### config.mk
export PLATFORM = sky130hd
export DESIGN_NAME = mfm_gap_quantiser
export DESIGN_NICKNAME = d
export VERILOG_FILES = /design/src/rtl/mfm_gap_pkg.sv /design/src/rtl/mfm_edge_sync.sv /design/src/rtl/mfm_gap_counter.sv /design/src/rtl/mfm_gap_classify.sv /design/src/rtl/mfm_gap_quantiser.sv
export SDC_FILE = /design/constraint.sdc
export NUM_CORES = 1
export LEC_CHECK = 0
export BUFFER_PORTS_ARGS = -buffer_cell sky130_fd_sc_hd__buf_2
export CAP_MARGIN = 20
export CORE_UTILIZATION = 65
export CTS_CLUSTER_SIZE = 28
export DETAILED_ROUTE_END_ITERATION = 10
export PLACE_DENSITY = 0.84
export SYNTH_ARGS = -nofsm -noshare
export SYNTH_HDL_FRONTEND = slang
export SYNTH_SLANG_ARGS = --single-unit
### constraint.sdc
create_clock -name clk -period 9.41 [get_ports clk]
set_input_delay 1.4115 -clock clk [delete_from_list [all_inputs] [get_ports clk]]
set_output_delay 1.4115 -clock clk [all_outputs]
set_load 0.01 [all_outputs]
### src/rtl/mfm_gap_pkg.sv
package mfm_gap_pkg;

   typedef enum logic [1:0] {
      GAP_SHORT = 2'd0,
      GAP_MED   = 2'd1,
      GAP_LONG  = 2'd2,
      GAP_BAD   = 2'd3
   } gap_code_e;

endpackage

### src/rtl/mfm_edge_sync.sv
module mfm_edge_sync #(
   parameter int STAGES = 2
) (
   input  logic clk,
   input  logic rst,
   input  logic line_n_i,
   output logic fall_o
);
   logic [STAGES-1:0] sync_q;
   logic              last_q;

   // Synchroniser chain; idle level of the line is high
   generate
      for (genvar s = 0; s < STAGES; s++) begin : g_stage
         if (s == 0) begin : g_first
            always_ff @(posedge clk) begin
               if (rst) sync_q[0] <= 1'b1;
               else     sync_q[0] <= line_n_i;
            end
         end else begin : g_next
            always_ff @(posedge clk) begin
               if (rst) sync_q[s] <= 1'b1;
               else     sync_q[s] <= sync_q[s-1];
            end
         end
      end
   endgenerate

   always_ff @(posedge clk) begin
      if (rst) last_q <= 1'b1;
      else     last_q <= sync_q[STAGES-1];
   end

   assign fall_o = last_q & ~sync_q[STAGES-1];

endmodule

### src/rtl/mfm_gap_counter.sv
module mfm_gap_counter #(
   parameter int CNT_W = 12
) (
   input  logic             clk,
   input  logic             rst,
   input  logic             fall_i,
   output logic [CNT_W-1:0] gap_len_o,
   output logic             take_o
);
   localparam logic [CNT_W-1:0] CNT_MAX = {CNT_W{1'b1}};

   logic [CNT_W-1:0] cnt_q;
   logic             armed_q;

   always_ff @(posedge clk) begin
      if (rst) begin
         cnt_q   <= '0;
         armed_q <= 1'b0;
      end else if (fall_i) begin
         cnt_q   <= {{(CNT_W-1){1'b0}}, 1'b1};
         armed_q <= 1'b1;
      end else if (cnt_q != CNT_MAX) begin
         cnt_q   <= cnt_q + 1'b1;
      end
   end

   assign gap_len_o = cnt_q;
   assign take_o    = fall_i & armed_q;


   no_wrap_chk: assert property (@(posedge clk) disable iff (rst)
      (cnt_q == CNT_MAX && !fall_i) |=> (cnt_q == CNT_MAX));

endmodule

### src/rtl/mfm_gap_classify.sv
module mfm_gap_classify
   import mfm_gap_pkg::*;
#(
   parameter int CNT_W = 12,
   parameter int CPI_W = 10
) (
   input  logic             clk,
   input  logic             rst,
   input  logic             take_i,
   input  logic [CNT_W-1:0] gap_len_i,
   input  logic [CPI_W-1:0] cpi_i,
   output gap_code_e        code_o,
   output logic             valid_o,
   output logic             bad_o
);
   localparam int PW = ((CNT_W + 2) > (CPI_W + 4)) ? (CNT_W + 2) : (CPI_W + 4);

   logic [PW-1:0] g4, c5, c7, c9;
   gap_code_e     next_code;
   gap_code_e     code_q;
   logic          valid_q, bad_q;

   always_comb begin
      g4 = PW'(gap_len_i) << 2;
      c5 = PW'(cpi_i) * PW'(5);
      c7 = PW'(cpi_i) * PW'(7);
      c9 = PW'(cpi_i) * PW'(9);
      if (g4 < c5)      next_code = GAP_SHORT;
      else if (g4 < c7) next_code = GAP_MED;
      else if (g4 < c9) next_code = GAP_LONG;
      else              next_code = GAP_BAD;
   end

   always_ff @(posedge clk) begin
      if (rst) begin
         code_q  <= GAP_SHORT;
         valid_q <= 1'b0;
         bad_q   <= 1'b0;
      end else begin
         valid_q <= take_i;
         bad_q   <= take_i && (next_code == GAP_BAD);
         if (take_i) code_q <= next_code;
      end
   end

   assign code_o  = code_q;
   assign valid_o = valid_q;
   assign bad_o   = bad_q;


   short_class_chk: assert property (@(posedge clk) disable iff (rst)
      (valid_o && (PW'($past(gap_len_i)) < PW'($past(cpi_i)))) |-> (code_o == GAP_SHORT));

endmodule

### src/rtl/mfm_gap_quantiser.sv
module mfm_gap_quantiser
   import mfm_gap_pkg::*;
#(
   parameter int CNT_W       = 12,
   parameter int CPI_W       = 10,
   parameter int SYNC_STAGES = 2
) (
   input  logic             clk,
   input  logic             rst,
   input  logic             rd_n,
   input  logic [CPI_W-1:0] cyc_per_cell,
   output logic [1:0]       gap_code,
   output logic             gap_valid,
   output logic             gap_bad
);
   localparam longint CNT_TOP = (64'd1 << CNT_W) - 1;
   localparam longint CPI_TOP = (64'd1 << CPI_W) - 1;
   localparam logic [CNT_W-1:0] CNT_MAX = {CNT_W{1'b1}};

   initial begin
      param_sync_chk: assert (SYNC_STAGES >= 2)
         else $error("SYNC_STAGES must be at least 2");
      param_range_chk: assert (CNT_TOP * 4 >= CPI_TOP * 9)
         else $error("CNT_W too narrow to hold the bad-gap limit");
   end

   logic             fall;
   logic             take;
   logic [CNT_W-1:0] gap_len;
   gap_code_e        code_e;

   mfm_edge_sync #(.STAGES(SYNC_STAGES)) sync_i (
      .clk      (clk),
      .rst      (rst),
      .line_n_i (rd_n),
      .fall_o   (fall)
   );

   mfm_gap_counter #(.CNT_W(CNT_W)) cnt_i (
      .clk       (clk),
      .rst       (rst),
      .fall_i    (fall),
      .gap_len_o (gap_len),
      .take_o    (take)
   );

   mfm_gap_classify #(.CNT_W(CNT_W), .CPI_W(CPI_W)) cls_i (
      .clk       (clk),
      .rst       (rst),
      .take_i    (take),
      .gap_len_i (gap_len),
      .cpi_i     (cyc_per_cell),
      .code_o    (code_e),
      .valid_o   (gap_valid),
      .bad_o     (gap_bad)
   );

   assign gap_code = code_e;


   strobe_single_chk: assert property (@(posedge clk) disable iff (rst)
      gap_valid |=> !gap_valid);


   valid_after_fall_chk: assert property (@(posedge clk) disable iff (rst)
      gap_valid |-> $past(fall));


   sat_bad_chk: assert property (@(posedge clk) disable iff (rst)
      (gap_valid && $past(gap_len) == CNT_MAX) |-> (gap_bad && gap_code == 2'd3));

endmodule

======== Yosys cells after proc, flatten, opt, wreduce, memory -nomap -nowiden ========
Index checks and enable logic that the tools add are counted.
word-level totals
  flip-flop bits (word level) ............. 20
  latch bits .............................. 0
  memory bits (read-only) ................. 0
  memories ................................ 0
  output and inout port bits .............. 4
  bits in writable memories ............... 0
  word-level logic and storage cells ...... 29
  input bits .............................. 13
cells by class
  add/subtract/negate cells ............... 1
  reduce and logical (&&, ||, !) cells .... 3
  muxes and demuxes ....................... 5
  divide/modulo/power cells ............... 0
  order comparisons ....................... 3
  $mul .................................... 3
  bitwise gates (word level) .............. 3
  shift-type cells ........................ 0
  equal/unequal tests ..................... 2
operators with widths
  cell                                                 number
  < comparator 14 x 13 -> 1 bit                        2
  multiplier 10 x 3 -> 13 bit (second input constant)  2
  < comparator 14 bit                                  1
  multiplier 10 x 4 -> 14 bit (second input constant)  1
  adder 12 x 1 -> 12 bit (second input constant)       1
  != test 12 bit (second input constant)               1
  2-to-1 mux 2 bit                                     2
  2-to-1 mux 1 bit                                     3
  AND 1 bit                                            2
  equality test 2 bit (second input constant)          1
  nonzero test 2 bit                                   1
  OR reduction 2 bit                                   1
  logical AND 1 bit                                    1
  NOT 1 bit                                            1

======== Logic depth before layout (Yosys ltp) ========
  depth in word-level cells ............... 7
  mapped depth ............................ 17

======== By module ========
A second synthesis with hierarchy kept.
second synthesis, totals
  cell total of the unflattened synthesis .. 340
  area total of the unflattened synthesis .. 3070.4 µm²
by module, submodules not included
  module            instances  area an instance (µm²)  sequential area each (µm²)  cells an instance
  mfm_gap_classify  1          2363.5                  80.1                        263
  mfm_gap_counter   1          621.8                   260.2                       70
  mfm_edge_sync     1          85.1                    60.1                        7

======== Least setup slack after synthesis ========
OpenSTA, ideal clock, no wires.
  path type ............................... input port to flip-flop
  start point ............................. input cyc_per_cell[0]
  end point ............................... register cls_i.code_q[0], in the netlist cls_i.code_o[0]
  path slack .............................. 5.010 ns
  required time ........................... 9.336 ns
  path buffers ............................ 0
  stages .................................. 14
  arrival ................................. 4.326 ns
  path through ............................ fa_1 > ha_1 > fa_1 > a21o_1 > a21oi_2 > o21ai_1 > o41a_1 > a21o_1 > a21oi_2 > ha_1 > a211oi_1 > o31a_1 > nor2_1 > o21ai_0
between the ends
  longest elaborated chain between the ends .. 5
RTL lines
  item                         line                     source
  from (decl)                  mfm_gap_quantiser.sv:11  input logic [CPI_W-1:0] cyc_per_cell,
  multiplier 10 x 4 -> 14 bit  mfm_gap_classify.sv:27   c9 = PW'(cpi_i) * PW'(9);
  < comparator 14 bit          mfm_gap_classify.sv:30   else if (g4 < c9) next_code = GAP_LONG;
  2-to-1 mux 1 bit             mfm_gap_classify.sv:30
  2-to-1 mux 2 bit             mfm_gap_classify.sv:29   else if (g4 < c7) next_code = GAP_MED;
  2-to-1 mux 2 bit *           mfm_gap_classify.sv:28   if (g4 < c5) next_code = GAP_SHORT;
  to (signal assigned)         mfm_gap_classify.sv:42   if (take_i) code_q <= next_code;
  to (decl)                    mfm_gap_classify.sv:20   gap_code_e code_q;
Every way passes the cells marked *; elsewhere a longest branch is shown, timed or not.
A chain may end at the register's enable or synchronous reset.

======== Worst setup path in the final report ========
  start point ............................. input cyc_per_cell[2]
  end point ............................... register cls_i.code_q[0], in the netlist cls_i.code_o[0]
Same word-level chain as after synthesis.

==> results.ini <==
[outcome]
outcome=complete, no violations

[pwr]
ir_worst_vdd_v=0.00006341
pwr-share-seq_pct=25.6
p_comb_share_pct=50.0
internal-power_uw=221.7
power_per_cell_area_mw_per_mm2=111.2
swShare_pct=36.29
leakagePower_uw=0.001516
power_switching_uw=126.3
power.share.clock_pct=24.4

[cts]
cts_buffer_depth=2
cts_made_buffers=3
cts_sinks=20
cts.reportedPaths.clkPinSlew_ps=70
cts_tree=done
ctsHoldBuffers=0
insertion_delay_ps=260
cts-root-buf=clkbuf_8
cts_setup_buffers=0
cts_resized=0
h-tree-depth=1

[critical_path]
cp_slowest_cell=fa_1
cp.buffers_inverters=1
timing.rr.end=cls_i.code_o[0]
worstSetupStartpointType=input port
r2r_start=cnt_i.gap_len_o[0]
worstPathArrival_ps=4790
r2r_cells=7
slowest_delay_ps=450
critPathMaxFanout=7
critPathRequiredTime_ps=9590
cp_top_family=compound AO/OA/AOI/OAI gates
r2r_slack_ps=7140
critical_path_class=in2reg
end_kind=flip-flop
crit_path_cell_trace=buf_2, fa_1, ha_1, fa_1, a21o_1, a21oi_2, o21ai_1, o41a_1, a21o_1, a21oi_2, ha_1, a211oi_1, o31a_1, nor2_1, o21ai_0

[yosys]
synth_flop_cell=dfxtp_1
yosysTopAreaCell=ha_1
synth_area_leaders=ha_1 (34%), dfxtp_1 (14%), fa_1 (8.2%)
synth_edf_count=0
ys_warn_count=0
ys_seq_area_share_pct=13.70
ys_seq_elements=20
syn_area_mm2=0.002922
netlist.area_leader.share_pct=33.83
async_flop_share_pct=0
ys_types=44
synth_nets=437
synth_cells=333
syn-mean-instance-area_um2=8.773

[hold_path]
holdPathEnd=sync_i.sync_q[1]
hold_class=reg2reg
hp-start=sync_i.sync_q[0]
min_path_cells=1

[timing]
setup_viol_count_final=0
max_freq_mhz=217.3
slew_violations=0
timing.hold.ws_ps=411.4
grt_setup_unrepaired=false
finClkSkew_ps=2.552
finalHoldViolCount=0
fin_setup_tns_ps=0
finalCriticalPeriod_ps=4602
fin_crit_sh_pct=48.90
slew_headroom_pct=56.09
max_slew.worst_pin.slew_ps=642.1

[global_routing]
grt_max_degree=14
grt_pass1_vias=2285
antenna_found_initial=0
grt_pass1_wl_um=9949
gr-total-overflow=0
grt_usage_pct=25.19

[layout]
fin_nets=456
layout_common_cells=ha_1 (79), nor2_1 (27), inv_1 (26)
final_common_cell=ha_1
layout.cells.non_filler=403
area_growth_pct=7.109
fin_util_pct=72.37
drive_gt1_share_pct=8.832
diodes=0

[routing]
drt_iter0_drc=100
drc=0
ant_nets=0
dr.pass1.iters=4
wl_per_cell_um=14.45
vias_per_cell=5.901
num_vias=2378
finalWirelength_um=5824

[die]
fp.coreArea_mm2=0.004324
ios=17
initial_utilization_pct=67.56
dieArea_mm2=0.004767
dieWidth_um=69.04
std_cell_rows=24
die_h_um=69.04

[place]
dp_cells=399
hpwlAfterDp_um=4941
routabilityCongestion=0.8151
portBuffers=16

[flow_run]
max-cap-violations=0

## flip-flops by register name, summed over array words and instances (netlist names)
register / count
cls_i.bad_o: 1
sync_i.sync_q: 2
cls_i.valid_o: 1
sync_i.last_q: 1
cnt_i.armed_q: 1
cls_i.code_o: 2
cnt_i.gap_len_o: 12
## synthesized netlist by cell type (5+ instances only)
cell	count
nor3_1	9
inv_1	26
a21oi_1	18
xnor2_1	8
nand4_1	6
a211oi_1	7
nand2b_1	5
nor2_1	27
nand2_1	18
xor2_1	18
o211ai_1	5
dfxtp_1	20
o21ai_0	16
fa_1	12
or2_2	7
ha_1	79
a21o_1	5
nor2b_1	7
## cell families (layout without fill, tap and decap cells)
group	count (synthesis)	count (layout)	share of synthesized area, %
adders and majority gates	91	91	42.06
and+or+nand+nor	90	90	14.95
AOI/OAI and AO/OA	76	76	17.17
buffers and inverters	28	46	3.640
xor gates and xnor gates	26	26	7.794
DFF	20	20	13.70
muxes	2	2	0.6853
## worst max-delay path by stage
stage               slack [ps]         endpoint       startpoint  cells after the start
floorplan                 5010  cls_i.code_o[0]  cyc_per_cell[0]                     14
global route              4540  cls_i.code_o[0]  cyc_per_cell[4]                     18
global placement          4630  cls_i.code_o[0]  cyc_per_cell[2]                     15
CTS                       4780  cls_i.code_o[0]  cyc_per_cell[2]                     15
finish                    4810  cls_i.code_o[0]  cyc_per_cell[2]                     15
detailed placement        4540  cls_i.code_o[0]  cyc_per_cell[2]                     15
## cell type report
type                    count  area (um^2)
repair buffers             16        80.08
clock inverters             1        30.03
inverters                  26        97.59
multi-input cells         285         2415
flip-flops and latches     20        400.4
fillers                   354         1195
clock buffers               3        41.29
well taps                  52        65.06
## worst register-to-register path: cells and delay by family (launching register included)
| family | cells | cell delay [ps] |
|---|---|---|
| AO/OA/AOI/OAI | 4 | 1120 |
| adder cells (fa/ha/maj) | 1 | 300 |
| flip-flops | 1 | 500 |
| AND/OR/NAND/NOR | 2 | 220 |
## through the flow
stage	cell area [um^2]	setup WS, ps	total power, uW
after CTS	3129	4782	348.4
after global placement	3058	4630	255.0
after detailed placement	3058	4536	263.6
final	3129	4808	348.0
after floorplan	2922	5010	222.0
after global routing	3129	4543	378.0
## power groups by stage
| stage | clock network (uW) | registers, uW | logic, uW |
|---|---|---|---|
| 3_5_place_dp | 0 | 91.2 | 172 |
| 5_1_grt | 89.5 | 89.6 | 199 |
| 3_3_place_gp | 0 | 91.1 | 164 |
| 6_report | 84.9 | 89.1 | 174 |
| 2_1_floorplan | 0 | 90.3 | 132 |
| 4_1_cts | 84.9 | 89.2 | 174 |
## routing by layer
| metal | vias up | track usage (%) | routed length, um |
|---|---|---|---|
| met5 | - | 0 | 0 |
| met4 | 0 | 3.628 | 60 |
| met3 | 8 | 3.947 | 149 |
| met2 | 40 | 45.63 | 2932 |
| met1 | 1092 | 31.93 | 2682 |
| li1 | 1238 | - | - |
(Power assumes the default switching activity.)
